### src/rtl/cmd_issue_ctrl.sv
module cmd_issue_ctrl #(
  parameter int UNIT_ID = 1
) (
  input  logic         clk,
  input  logic         rst_n,
  input  logic [127:0] in_qw,
  input  logic         in_valid,
  output logic         in_ready,
  input  logic         mask_wr,
  input  logic [2:0]   mask_wdata,
  input  logic [3:0]   stat_clr,
  input  logic         tag_err,
  output logic [2:0]   mask,
  output logic [1:0]   state,
  output logic         er0,
  output logic         er1,
  output logic         pis,
  output logic         int_flag,
  output logic [31:0]  code_word,
  output logic [20:0]  exec_strobe
);
  localparam logic [1:0] ST_IDLE = 2'd0, ST_DEC = 2'd1, ST_STALL = 2'd2;
  localparam logic [6:0] CMD_MARK = 7'h07;
  localparam bit U1 = (UNIT_ID == 1);

  logic [127:0] qb;
  logic         qv;
  logic [1:0]   wp;
  logic         noloop;
  logic [31:0]  word;
  logic [6:0]   icmd;
  logic [4:0]   idx;
  logic         ok;
  logic         blocked, issue, new_int, susp, go, bad, consume;

  assign in_ready = !qv;
  assign word     = qb[{wp, 5'b0} +: 32];
  assign icmd     = word[30:24];
  assign blocked  = er0 | er1 | pis;
  assign issue    = qv && !blocked;
  assign new_int  = issue && word[31] && !noloop;
  assign susp     = new_int && icmd != CMD_MARK;
  assign go       = issue && !susp && ok;
  assign bad      = issue && !susp && !ok;
  assign consume  = go | bad;

  always_comb begin
    ok  = 1'b1;
    idx = 5'd0;
    casez (icmd)
      7'h00: idx = 5'd0;
      7'h01: idx = 5'd1;
      7'h02: begin idx = 5'd2;  ok = U1; end
      7'h03: begin idx = 5'd3;  ok = U1; end
      7'h04: idx = 5'd4;
      7'h05: idx = 5'd5;
      7'h06: begin idx = 5'd6;  ok = U1; end
      7'h07: idx = 5'd7;
      7'h10: idx = 5'd8;
      7'h11: begin idx = 5'd9;  ok = U1; end
      7'h13: begin idx = 5'd10; ok = U1; end
      7'h14: idx = 5'd11;
      7'h15: begin idx = 5'd12; ok = U1; end
      7'h17: idx = 5'd13;
      7'h20: idx = 5'd14;
      7'h30: idx = 5'd15;
      7'h31: idx = 5'd16;
      7'h4A: idx = 5'd17;
      7'h50: idx = 5'd18;
      7'h51: idx = 5'd19;
      7'b11?????: idx = 5'd20;
      default: ok = 1'b0;
    endcase
  end

  always_ff @(posedge clk) begin
    if (!rst_n) begin
      qb <= '0; qv <= 1'b0; wp <= 2'd0;
    end else if (!qv) begin
      if (in_valid) begin
        qb <= in_qw; qv <= 1'b1; wp <= 2'd0;
      end
    end else if (consume) begin
      wp <= wp + 2'd1;
      if (wp == 2'd3) qv <= 1'b0;
    end
  end

  always_ff @(posedge clk) begin
    if (!rst_n) begin
      mask <= '0; state <= ST_IDLE; noloop <= 1'b0;
      er0 <= 1'b0; er1 <= 1'b0; pis <= 1'b0; int_flag <= 1'b0;
      code_word <= '0; exec_strobe <= '0;
    end else begin
      if (mask_wr) mask <= mask_wdata;
      er0      <= (er0 & !stat_clr[0]) | (tag_err & !mask[0]);
      er1      <= (er1 & !stat_clr[1]) | (bad & !mask[1]);
      pis      <= (pis & !stat_clr[2]) | (new_int & !mask[2]);
      int_flag <= (int_flag & !stat_clr[3]) | new_int;
      if (susp)         noloop <= 1'b1;
      else if (consume) noloop <= 1'b0;
      if (qv) code_word <= word;
      exec_strobe <= go ? (21'd1 << idx) : 21'd0;
      if (qv && (blocked || susp)) state <= ST_STALL;
      else if (bad)                state <= mask[1] ? ST_IDLE : ST_STALL;
      else if (go)                 state <= ST_DEC;
    end
  end
endmodule


### config.mk
export PLATFORM = sky130hd
export DESIGN_NAME = cmd_issue_ctrl
export DESIGN_NICKNAME = d
export VERILOG_FILES = /design/src/rtl/cmd_issue_ctrl.sv
export SDC_FILE = /design/constraint.sdc
export NUM_CORES = 1
export LEC_CHECK = 0
export BUFFER_PORTS_ARGS = -buffer_cell sky130_fd_sc_hd__buf_2
export CAP_MARGIN = 20
export CORE_MARGIN = 2
export CORE_UTILIZATION = 25
export DETAILED_ROUTE_END_ITERATION = 8
export HOLD_SLACK_MARGIN = 0.08
export PLACE_DENSITY = 0.49
export SYNTH_ARGS = -nofsm -noshare
export SYNTH_HDL_FRONTEND = slang
export SYNTH_SLANG_ARGS = --single-unit
### constraint.sdc
create_clock -name clk -period 3.6 [get_ports clk]
set_clock_uncertainty 0.2 [all_clocks]
set_input_delay 0.36 -clock clk [delete_from_list [all_inputs] [get_ports clk]]
set_output_delay 0.36 -clock clk [all_outputs]
set_load 0.01 [all_outputs]
==> summary.md, run 1 <==
| Metric | Value |
|---|---|
| Status | completed |
| Reg2reg end | exec_strobe[5]$_SDFF_PP0_ |
| Via count | 6,965 |
| Setup TNS | 0 ns |
| Worst EP required | 3.76 ns |
| Peak supply drop | 0.3704 mV |
| Max clock buf depth | 2 |
| Cell count of the worst hold path | 3 |
| Core region area | 32,450 um^2 |
| Final wirelength | 23.45 mm |
| HP Class | primary input to register |
| Top cells by count, synth | nand2_1, dfxtp_1, a21boi_0 |
| Rows | 66 |
| Yosys Warn Count | 0 |
| Inserted Clock Buffers | 17 |
| Pin count of the biggest net entering global routing | 129 |
| First-pass GRT wire length | 36.73 mm |
| Routability cong. | 0.7291 |
| First drt pass iteration count | 4 |
| Port Buffers | 202 |
| Max Cap Viol | 0 |
| PostCTS Resize Cnt | 0 |
| Bufs and invs on worst path | 0 |
| Setup-failing EPs final | 0 |
| Synth area leader | dfxtp_1 |
| RR Startpoint | wp[1]$_SDFFE_PN0P_ |
| Clk Latency, worst-skew pair | 0.44 ns |
| Drt wl/cell | 14.44 um |
| Tmin final | 3.057 ns |
| Setup crit start kind | register |
| R2r setup slk | 0.54 ns |
| Post-synth top area share | 0.4726 |
| Post-route antenna net violation count | 0 |
| Cell count after synthesis | 865 |
| Fraction of layout cells with a size suffix above 1 | 0.2555 |
| Fmax | 327.1 MHz |
| P&R area growth vs syn | 41.55% |
| Cell Count, Final, Fillers Out | 1,624 |
| Final setup margin | 0.5426 ns |
| Worst-path fanout max | 15 |
| Endpoint of the worst hold path | er1$_SDFF_PN0_ |
| Slowest cell on the critical path | mux4_2 |
| Final #Nets | 1,309 |
| Kind of critical path | register to register |
| Initial antenna violation count | 6 |
| Root Driver | clkbuf_16 |
| DP Cell Count | 1,451 |
| Worst path max stage delay | 0.73 ns |
| Hold wc startpoint | rst_n |
| Final Hold Viols | 0 |
| Post-synth cell types | 55 |
| Syn Nets | 1,006 |
| RSZ-0062 raised after global routing | false |
| DRC | 0 |
| Dpl hpwl | 14.99 mm |
| Worst slew margin | 0.4901 |
| Gr ovfl total | 0 |
| Most used DFF post-synth | dfxtp_1 |
| Tot GR Track Use | 0.1387 |
| Count leader, synth | nand2_1 |
| Largest delay share family, worst path | simple AND/OR/NAND/NOR gates |
| Leakage power | 4.600 nW |
| Crit. End Element | register |
| Initial Util | 0.2532 |
| Total power | 5.042 mW |
| Chip width | 185.3 um |
| Tightest Pin Transition | 0.7648 ns |
| H-Tree Depth | 4 |
| Mapped Area | 8218 um^2 |
| Final Cycle Share | 0.8493 |
| R2R cell count | 6 |
| Sequential cell area fraction in the yosys report | 0.4726 |
| Initial drt markers | 249 |
| Worst Path Arrival | 3.22 ns |
| Clk pin slew, worst setup/hold paths | 0.07 ns |
| Via-per-instance ratio | 4.289 |
| CTS tree | done |
| Total power per unit cell area | 433.4 nW/um^2 |
| Synth area leaders | dfxtp_1, nand2_1, a21boi_0 |
| Vias in the first global route | 6,935 |
| Fin. max-slew vios | 0 |
| Die Area | 34,340 um^2 |
| Worst path cell trace | mux4_2 > nor3b_2 > a21oi_1 > or3_1 > o22a_1 > nor3_2 |
| IO Pins | 203 |
| Flops & latches, synth | 194 |
| Syn avg cell area | 9.500 um^2 |
| Chip height | 185.3 um |
| Clk sinks | 194 |
| Place WS | 0.5311 ns |
| Asr flop ratio synth | 0 |
| Post-synth EDFFs | 0 |
-- flip-flops by register name, summed over array words and instances, names as in the netlist --
name / flops
qb: 128
code_word: 32
exec_strobe: 21
mask: 3
state: 2
wp: 2
er0: 1
er1: 1
int_flag: 1
noloop: 1
pis: 1
qv: 1
-- kinds of logic after synthesis --
kind of cell / share of synthesized area
mux: 0.1303
compound gates: 0.1471
xor+xnor: 0.001066
fa+ha+maj: 0.001522
simple gates: 0.2097
flops: 0.4726
buf+inv: 0.03776
-- layer usage --
| metal | GRT usage | wire (um) |
|---|---|---|
| met5 | 0 | 24 |
| met4 | 0.04286 | 245 |
| met2 | 0.2278 | 10930 |
| met3 | 0.03716 | 1126 |
| met1 | 0.1768 | 11130 |
-- power by group --
group	switching [mW]	internal, mW
registers	0.0637	2.25
logic	0.347	0.356
clock network	0.836	1.19
total	1.25	3.80
-- worst register-to-register path, stage by stage (launching register included) --
cell	delay (ns)
dfxtp_2	0.64
mux4_2	0.74
nor3b_2	0.31
a21oi_1	0.10
or3_1	0.35
o22a_1	0.39
nor3_2	0.24
-- area by class of cell --
| class | instances | area (um^2) |
|---|---|---|
| diodes | 4 | 10.01 |
| clock inverters | 9 | 156.4 |
| clock buffers | 20 | 456.7 |
| multi-input cells | 598 | 4039 |
| fillers | 3349 | 20820 |
| well taps | 442 | 553.0 |
| inverters | 6 | 22.52 |
| flip-flops and latches | 194 | 3887 |
| repair buffers | 351 | 2507 |
-- cells in the final DEF, fill, tap and decap left out, drive strengths merged, types with 2 or more instances in the layout --
| cell | n |
|---|---|
| nand2 | 270 |
| buf | 211 |
| dfxtp | 194 |
| dlygate4sd3 | 140 |
| a21boi | 130 |
| nor2b | 39 |
| mux2i | 35 |
| mux4 | 32 |
| nor3 | 25 |
| clkbuf | 20 |
| inv | 7 |
| nor2 | 6 |
| nand2b | 5 |
| diode | 4 |
| a21oi | 4 |
| nand3 | 4 |
| bufinv | 4 |
| nor3b | 4 |
| o21ai | 3 |
| o22ai | 3 |
| and2 | 3 |
| clkinvlp | 3 |
| nor4b | 3 |
| nand3b | 2 |
| o21a | 2 |
| o31ai | 2 |
| or3b | 2 |
| o211ai | 2 |
-- worst max-delay path by stage --
stage,startpoint,endpoint,cells after the start
final,wp[1]$_SDFFE_PN0P_,exec_strobe[5]$_SDFF_PP0_,6
after detailed placement,wp[1]$_SDFFE_PN0P_,exec_strobe[5]$_SDFF_PP0_,6
after global placement,wp[1]$_SDFFE_PN0P_,exec_strobe[15]$_SDFF_PP0_,6
after CTS,wp[1]$_SDFFE_PN0P_,exec_strobe[13]$_SDFF_PP0_,6
after global routing,wp[1]$_SDFFE_PN0P_,exec_strobe[13]$_SDFF_PP0_,6
after floorplan,wp[1]$_SDFFE_PN0P_,exec_strobe[8]$_SDFF_PP0_,8
-- what timing repair did --
action / CTS / global route
endpoints found under the hold margin: 136 / 0
buffers inserted: 0 / 0
hold buffers: 140 / 0
-- metrics by stage --
step	instance area [um^2]	utilization	hold slack [ns]
final	11630	0.3584	0.2478
after global routing	11630	0.3583	0.2750
after floorplan	8218	-	0.2402
after CTS	11620	0.3581	0.2517
after detailed placement	9608	0.2961	0.2558
after global placement	9608	0.2961	0.2490
(Power assumes the default switching activity.)
==> inputs of run 2 (changes only) <==
==> constraint.sdc (replaced) <==
create_clock -name clk -period 2.9 [get_ports clk]
set_clock_uncertainty 0.2 [all_clocks]
set_input_delay 0.29 -clock clk [delete_from_list [all_inputs] [get_ports clk]]
set_output_delay 0.29 -clock clk [all_outputs]
set_load 0.01 [all_outputs]
==> run 2 against run 1 <==
Net effect:
- cell area increased by 1.1%
- total power increased by 27%
- clock-buffer cell count increased by 1
- critical path type unchanged
- largest cell class unchanged
- largest power group unchanged
- via count increased by 0.92%
- first-iteration DRC count increased by 12%
- clock power increased by 29%
==> summary.md, run 2 (synthesized netlist as in run 1, its figures left out) <==
| Metric | Value |
|---|---|
| Most frequent cells in the layout | nand2_1, buf_2, dfxtp_1, dlygate4sd3_1, a21boi_0 |
| Tot GR Track Use | 0.1424 |
| Clk pin slew, worst setup/hold paths | 0.07 ns |
| Status | completed |
| Slowest cell on the critical path | mux4_2 |
| Total power per unit cell area | 542.7 nW/um^2 |
| Initial drt markers | 278 |
| Reg2reg end | exec_strobe[6]$_SDFF_PP0_ |
| Kind of critical path | register to register |
| Final #Nets | 1,318 |
| Worst setup path start | wp[1]$_SDFFE_PN0P_ |
| Setup-failing EPs final | 0 |
| Worst setup endpoint | exec_strobe[6]$_SDFF_PP0_ |
| Setup crit start kind | register |
| Via-per-instance ratio | 4.299 |
| R2r setup slk | 0.22 ns |
| Dpl hpwl | 15.40 mm |
| First-pass GRT wire length | 37.67 mm |
| Root Driver | clkbuf_16 |
| Drt wl/cell | 14.67 um |
| First drt pass iteration count | 6 |
| Final wirelength | 23.98 mm |
| Worst Path Arrival | 2.81 ns |
| Worst path max stage delay | 0.67 ns |
| Die Area | 34,340 um^2 |
| Gr ovfl total | 0 |
| CTS tree | done |
| Chip height | 185.3 um |
| Post-CTS Setup Inserts | 0 |
| IO Pins | 203 |
| DRC | 0 |
| RSZ-0062 raised after global routing | false |
| DP Cell Count | 1,459 |
| Inserted Clock Buffers | 17 |
| Most common cell after layout, fill and taps aside | nand2_1 |
| Vias in the first global route | 7,039 |
| RR Startpoint | wp[1]$_SDFFE_PN0P_ |
| HP Class | register to register |
| Port Buffers | 202 |
| Clk Latency, worst-skew pair | 0.45 ns |
| Initial Util | 0.2532 |
| Leakage power | 4.684 nW |
| Worst-path fanout max | 13 |
| Chip width | 185.3 um |
| Clk sinks | 194 |
| Final Hold Viols | 0 |
| Worst path cell trace | mux4_2 > or4b_1 > a31oi_1 > nor3_1 > o211ai_4 > nor3_1 |
| Tightest Pin Transition | 0.8948 ns |
| Worst slew margin | 0.4022 |
| Fin. max-slew vios | 0 |
| Setup TNS | 0 ns |
| Worst EP required | 3.02 ns |
| Post-route antenna net violation count | 0 |
| Biggest regs | qb (128), code_word (32), exec_strobe (21) |
| Core region area | 32,450 um^2 |
| Max Cap Viol | 0 |
| Via count | 7,029 |
| Crit. End Element | register |
| Cell Count, Final, Fillers Out | 1,635 |
| CP dominant cell by count | nor3_1 |
| H-Tree Depth | 4 |
| Fraction of layout cells with a size suffix above 1 | 0.2630 |
| Reg with most FFs | qb |
| Initial antenna violation count | 5 |
| Max reg flops | 128 |
| Max clock buf depth | 2 |
| Pin count of the biggest net entering global routing | 175 |
| Tmin final | 2.682 ns |
| Fmax | 372.9 MHz |
| P&R area growth vs syn | 43.10% |
| Rows | 66 |
| Routability cong. | 0.7605 |
| R2R cell count | 6 |
| Peak supply drop | 0.4248 mV |
| Final Cycle Share | 0.9247 |
[run 2: final cells by class]
type / instances / area (um^2)
antenna: 3 / 7.507
clock buffer: 21 / 470.5
clock inverter: 11 / 173.9
tap: 442 / 553.0
multi-input combinational: 598 / 4040
inverter: 6 / 22.52
timing repair buffer: 360 / 2603
sequential: 194 / 3890
fill: 3298 / 20690
[run 2: worst min path at each step]
stage	slack [ns]	endpoint	from	cells after the start
floorplan	0.18	er1$_SDFF_PN0_	stat_clr[1]	1
global placement	0.25	qb[78]$_SDFFE_PN0P_	qb[78]$_SDFFE_PN0P_	2
finish	0.26	qb[70]$_SDFFE_PN0P_	qb[70]$_SDFFE_PN0P_	2
CTS	0.27	qb[116]$_SDFFE_PN0P_	qb[116]$_SDFFE_PN0P_	2
detailed placement	0.26	qb[116]$_SDFFE_PN0P_	qb[116]$_SDFFE_PN0P_	2
global route	0.29	qb[76]$_SDFFE_PN0P_	qb[76]$_SDFFE_PN0P_	2
[run 2: through the flow]
stage / total power, mW / setup WS [ns] / util / hold WS, ns / area, um^2
floorplan: 3.397 / 0.3280 / - / 0.1777 / 8218
global placement: 3.680 / 0.1121 / 0.2987 / 0.2502 / 9693
detailed placement: 3.689 / 0.07067 / 0.2987 / 0.2558 / 9693
CTS: 6.487 / 0.04304 / 0.3620 / 0.2654 / 11750
global route: 6.680 / 0.02539 / 0.3622 / 0.2866 / 11760
finish: 6.382 / 0.2183 / 0.3624 / 0.2644 / 11760
[run 2: per-layer routing]
layer | vias up | track usage | wire length [um]
met5 | - | 0 | 23
met4 | 4 | 0.05238 | 320
met3 | 22 | 0.03401 | 1228
met2 | 149 | 0.2346 | 11350
met1 | 3303 | 0.1804 | 11060
li1 | 3551 | - | -
[run 2: what timing repair did]
action | 4_1_cts | 5_1_grt
endpoints found under the setup margin | 0 | 20
resized for setup | 0 | 2
hold endpoints to repair | 138 | 0
hold buffers | 141 | 0
[run 2: worst max-delay path, delay by kind of cell, from the launching register on]
| kind | cells | cell delay [ns] |
|---|---|---|
| compound gates | 2 | 0.42 |
| flops | 1 | 0.46 |
| mux | 1 | 0.67 |
| simple gates | 3 | 0.80 |
[run 2: power by group]
group / switching (mW) / leakage, nW / internal, mW
combinational: 0.443 / 2.78 / 0.458
sequential: 0.0752 / 1.59 / 2.79
clock: 1.09 / 0.318 / 1.52
total: 1.61 / 4.68 / 4.77
==> inputs of run 3 (changes only) <==
--- a/config.mk
+++ b/config.mk
@@ -7,6 +7,7 @@
 export LEC_CHECK = 0
 export BUFFER_PORTS_ARGS = -buffer_cell sky130_fd_sc_hd__buf_2
 export CAP_MARGIN = 20
+export CORE_ASPECT_RATIO = 1.4
 export CORE_MARGIN = 2
 export CORE_UTILIZATION = 25
 export DETAILED_ROUTE_END_ITERATION = 8
==> run 3 against run 2 <==
Net effect:
- clock-buffer cell count fell by 4
- routed wire length fell by 1.1%
- sequential power barely moved
- highest routed layer unchanged
==> summary.md, run 3 (synthesized netlist as in run 1, its figures left out) <==
| Metric | Value |
|---|---|
| Rows | 78 |
| R2r setup slk | 0.17 ns |
| P&R area growth vs syn | 42.95% |
| Worst path max stage delay | 0.61 ns |
| Tot GR Track Use | 0.1386 |
| Status | completed |
| Routability cong. | 0.7705 |
| Reg with most FFs | qb |
| Port Buffers | 202 |
| IO Pins | 203 |
| Fmax | 366.6 MHz |
| Bufs and invs on worst path | 0 |
| Worst slew margin | 0.5112 |
| Core region area | 32,400 um^2 |
| Tmin final | 2.728 ns |
| Crit. End Element | register |
| Final #Nets | 1,326 |
| Clk Latency, worst-skew pair | 0.45 ns |
| Chip width | 157.2 um |
| Endpoint of the worst hold path | qb[104]$_SDFFE_PN0P_ |
| Max reg flops | 128 |
| Largest delay share family, worst path | simple AND/OR/NAND/NOR gates |
| Logic pwr share | 0.147 |
| Initial Util | 0.2536 |
| Post-route antenna net violation count | 0 |
| Via count | 7,096 |
| Vias in the first global route | 6,946 |
| Most common cell after layout, fill and taps aside | nand2_1 |
| WHS | 0.2619 ns |
| Part of the power in registers | 0.467 |
| Biggest regs | qb (128), code_word (32), exec_strobe (21) |
| Cell count of the worst hold path | 2 |
| First-pass GRT wire length | 36.86 mm |
| Total power per unit cell area | 521.7 nW/um^2 |
| Pin count of the biggest net entering global routing | 129 |
| DRC | 0 |
| Dpl hpwl | 15.54 mm |
| Initial antenna violation count | 7 |
| Setup-failing EPs final | 0 |
| Drt wl/cell | 14.44 um |
| Fraction of layout cells with a size suffix above 1 | 0.2629 |
| Max clock buf depth | 2 |
| Peak supply drop | 0.3593 mV |
| RSZ-0062 raised after global routing | false |
| Via-per-instance ratio | 4.322 |
| Chip height | 218.5 um |
| R2R cell count | 6 |
| Reg2reg end | exec_strobe[13]$_SDFF_PP0_ |
| Inserted Clock Buffers | 17 |
| Setup crit start kind | register |
| CTS tree | done |
| Kind of critical path | register to register |
| Root Driver | clkbuf_16 |
| Worst Path Arrival | 2.91 ns |
| Final wirelength | 23.71 mm |
| Worst path cell trace | mux4_2 > nor3b_2 > a21oi_1 > or3_1 > o22a_1 > nor3_2 |
| Post-CTS Setup Inserts | 0 |
| Final Hold Viols | 0 |
| RR Startpoint | wp[1]$_SDFFE_PN0P_ |
| First drt pass iteration count | 4 |
| Worst EP required | 3.08 ns |
| Setup TNS | 0 ns |
| Internal power | 4.458 mW |
| Most frequent cells in the layout | nand2_1, buf_2, dfxtp_1, dlygate4sd3_1, a21boi_0 |
| Slowest cell on the critical path | mux4_2 |
| Switching portion of total power | 0.2726 |
| H-Tree Depth | 4 |
| Hold wc startpoint | qb[104]$_SDFFE_PN0P_ |
| Clock power share | 0.386 |
| Gr ovfl total | 0 |
| Tightest Pin Transition | 0.7332 ns |
| Max Cap Viol | 0 |
| Worst-path fanout max | 10 |
| Sw power | 1.670 mW |
| Clk pin slew, worst setup/hold paths | 0.07 ns |
| Die Area | 34,360 um^2 |
| HP Class | register to register |
| Fin. max-slew vios | 0 |
| Clk sinks | 194 |
| Leakage power | 4.673 nW |
| Final Cycle Share | 0.9406 |
| Initial drt markers | 235 |
==> run 3: cell count changes in the layout (fill, tap and decap cells not counted), sizes merged <==
cell and delta:
buf +2, bufinv -3, clkbuf -4, clkinv -3, clkinvlp +5, diode +1
dlygate4sd3 +6, inv +5
==> run 3: timing repair <==
| item | in CTS | in global routing |
|---|---|---|
| gates resized for setup | 0 | 1 |
| hold buffers | 147 | 0 |
| endpoints found under the setup margin | 0 | 23 |
| hold endpoints to repair | 139 | 0 |
==> run 3: worst min-delay path: stages, from the launching register on <==
cell,delay [ns]
dfxtp_1,0.31
nand2_1,0.04
a21boi_0,0.06
==> run 3: power by group through the flow <==
| stage | Combinational (mW) | Sequential [mW] | Clock [mW] |
|---|---|---|---|
| CTS | 0.915 | 2.86 | 2.46 |
| finish | 0.902 | 2.86 | 2.36 |
| floorplan | 0.488 | 2.91 | 0 |
| global placement | 0.745 | 2.93 | 0 |
| detailed placement | 0.755 | 2.93 | 0 |
| global route | 0.998 | 2.88 | 2.54 |
==> run 3: cell type report <==
| type | count | area, um^2 |
|---|---|---|
| fill | 3373 | 20650 |
| multi-input combinational | 598 | 4039 |
| sequential | 194 | 3890 |
| timing repair buffer | 368 | 2665 |
| tap | 440 | 550.5 |
| clock buffer | 17 | 425.4 |
| clock inverter | 15 | 145.1 |
| inverter | 6 | 22.52 |
| antenna | 4 | 10.01 |
==> run 3: worst max path at each step <==
stage / start / to / slack, ns / depth (start not counted)
floorplan: wp[1]$_SDFFE_PN0P_ / exec_strobe[8]$_SDFF_PP0_ / 0.33 / 8
global placement: wp[1]$_SDFFE_PN0P_ / exec_strobe[17]$_SDFF_PN0_ / 0.11 / 6
detailed placement: wp[1]$_SDFFE_PN0P_ / exec_strobe[13]$_SDFF_PP0_ / 0.04 / 6
CTS: wp[1]$_SDFFE_PN0P_ / exec_strobe[13]$_SDFF_PP0_ / 0.01 / 6
global route: wp[1]$_SDFFE_PN0P_ / exec_strobe[13]$_SDFF_PP0_ / 0.02 / 6
finish: wp[1]$_SDFFE_PN0P_ / exec_strobe[13]$_SDFF_PP0_ / 0.17 / 6
==> run 3: metal layers <==
metal  wire, um  GRT usage  part of all wire  vias up
met5         38          0            0.0016        -
met3        984    0.03331             0.042       50
met1      10380     0.1642              0.44     3292
met2      11560     0.2326              0.49      168
met4        745    0.06879             0.031        6
li1           -          -                 -     3580
==> run 3: metrics by stage <==
| step | utilization | instances | cell area (um^2) | setup WS [ns] | power [mW] |
|---|---|---|---|---|---|
| 4_1_cts | 0.3622 | 1638 | 11740 | 0.01428 | 6.244 |
| 2_1_floorplan | - | 865 | 8218 | 0.3280 | 3.397 |
| 5_1_grt | 0.3626 | 1642 | 11750 | 0.01592 | 6.415 |
| 3_5_place_dp | 0.2992 | 1459 | 9693 | 0.03937 | 3.683 |
| 6_report | 0.3626 | 1642 | 11750 | 0.1724 | 6.128 |
| 3_3_place_gp | 0.2992 | 1459 | 9693 | 0.1115 | 3.670 |
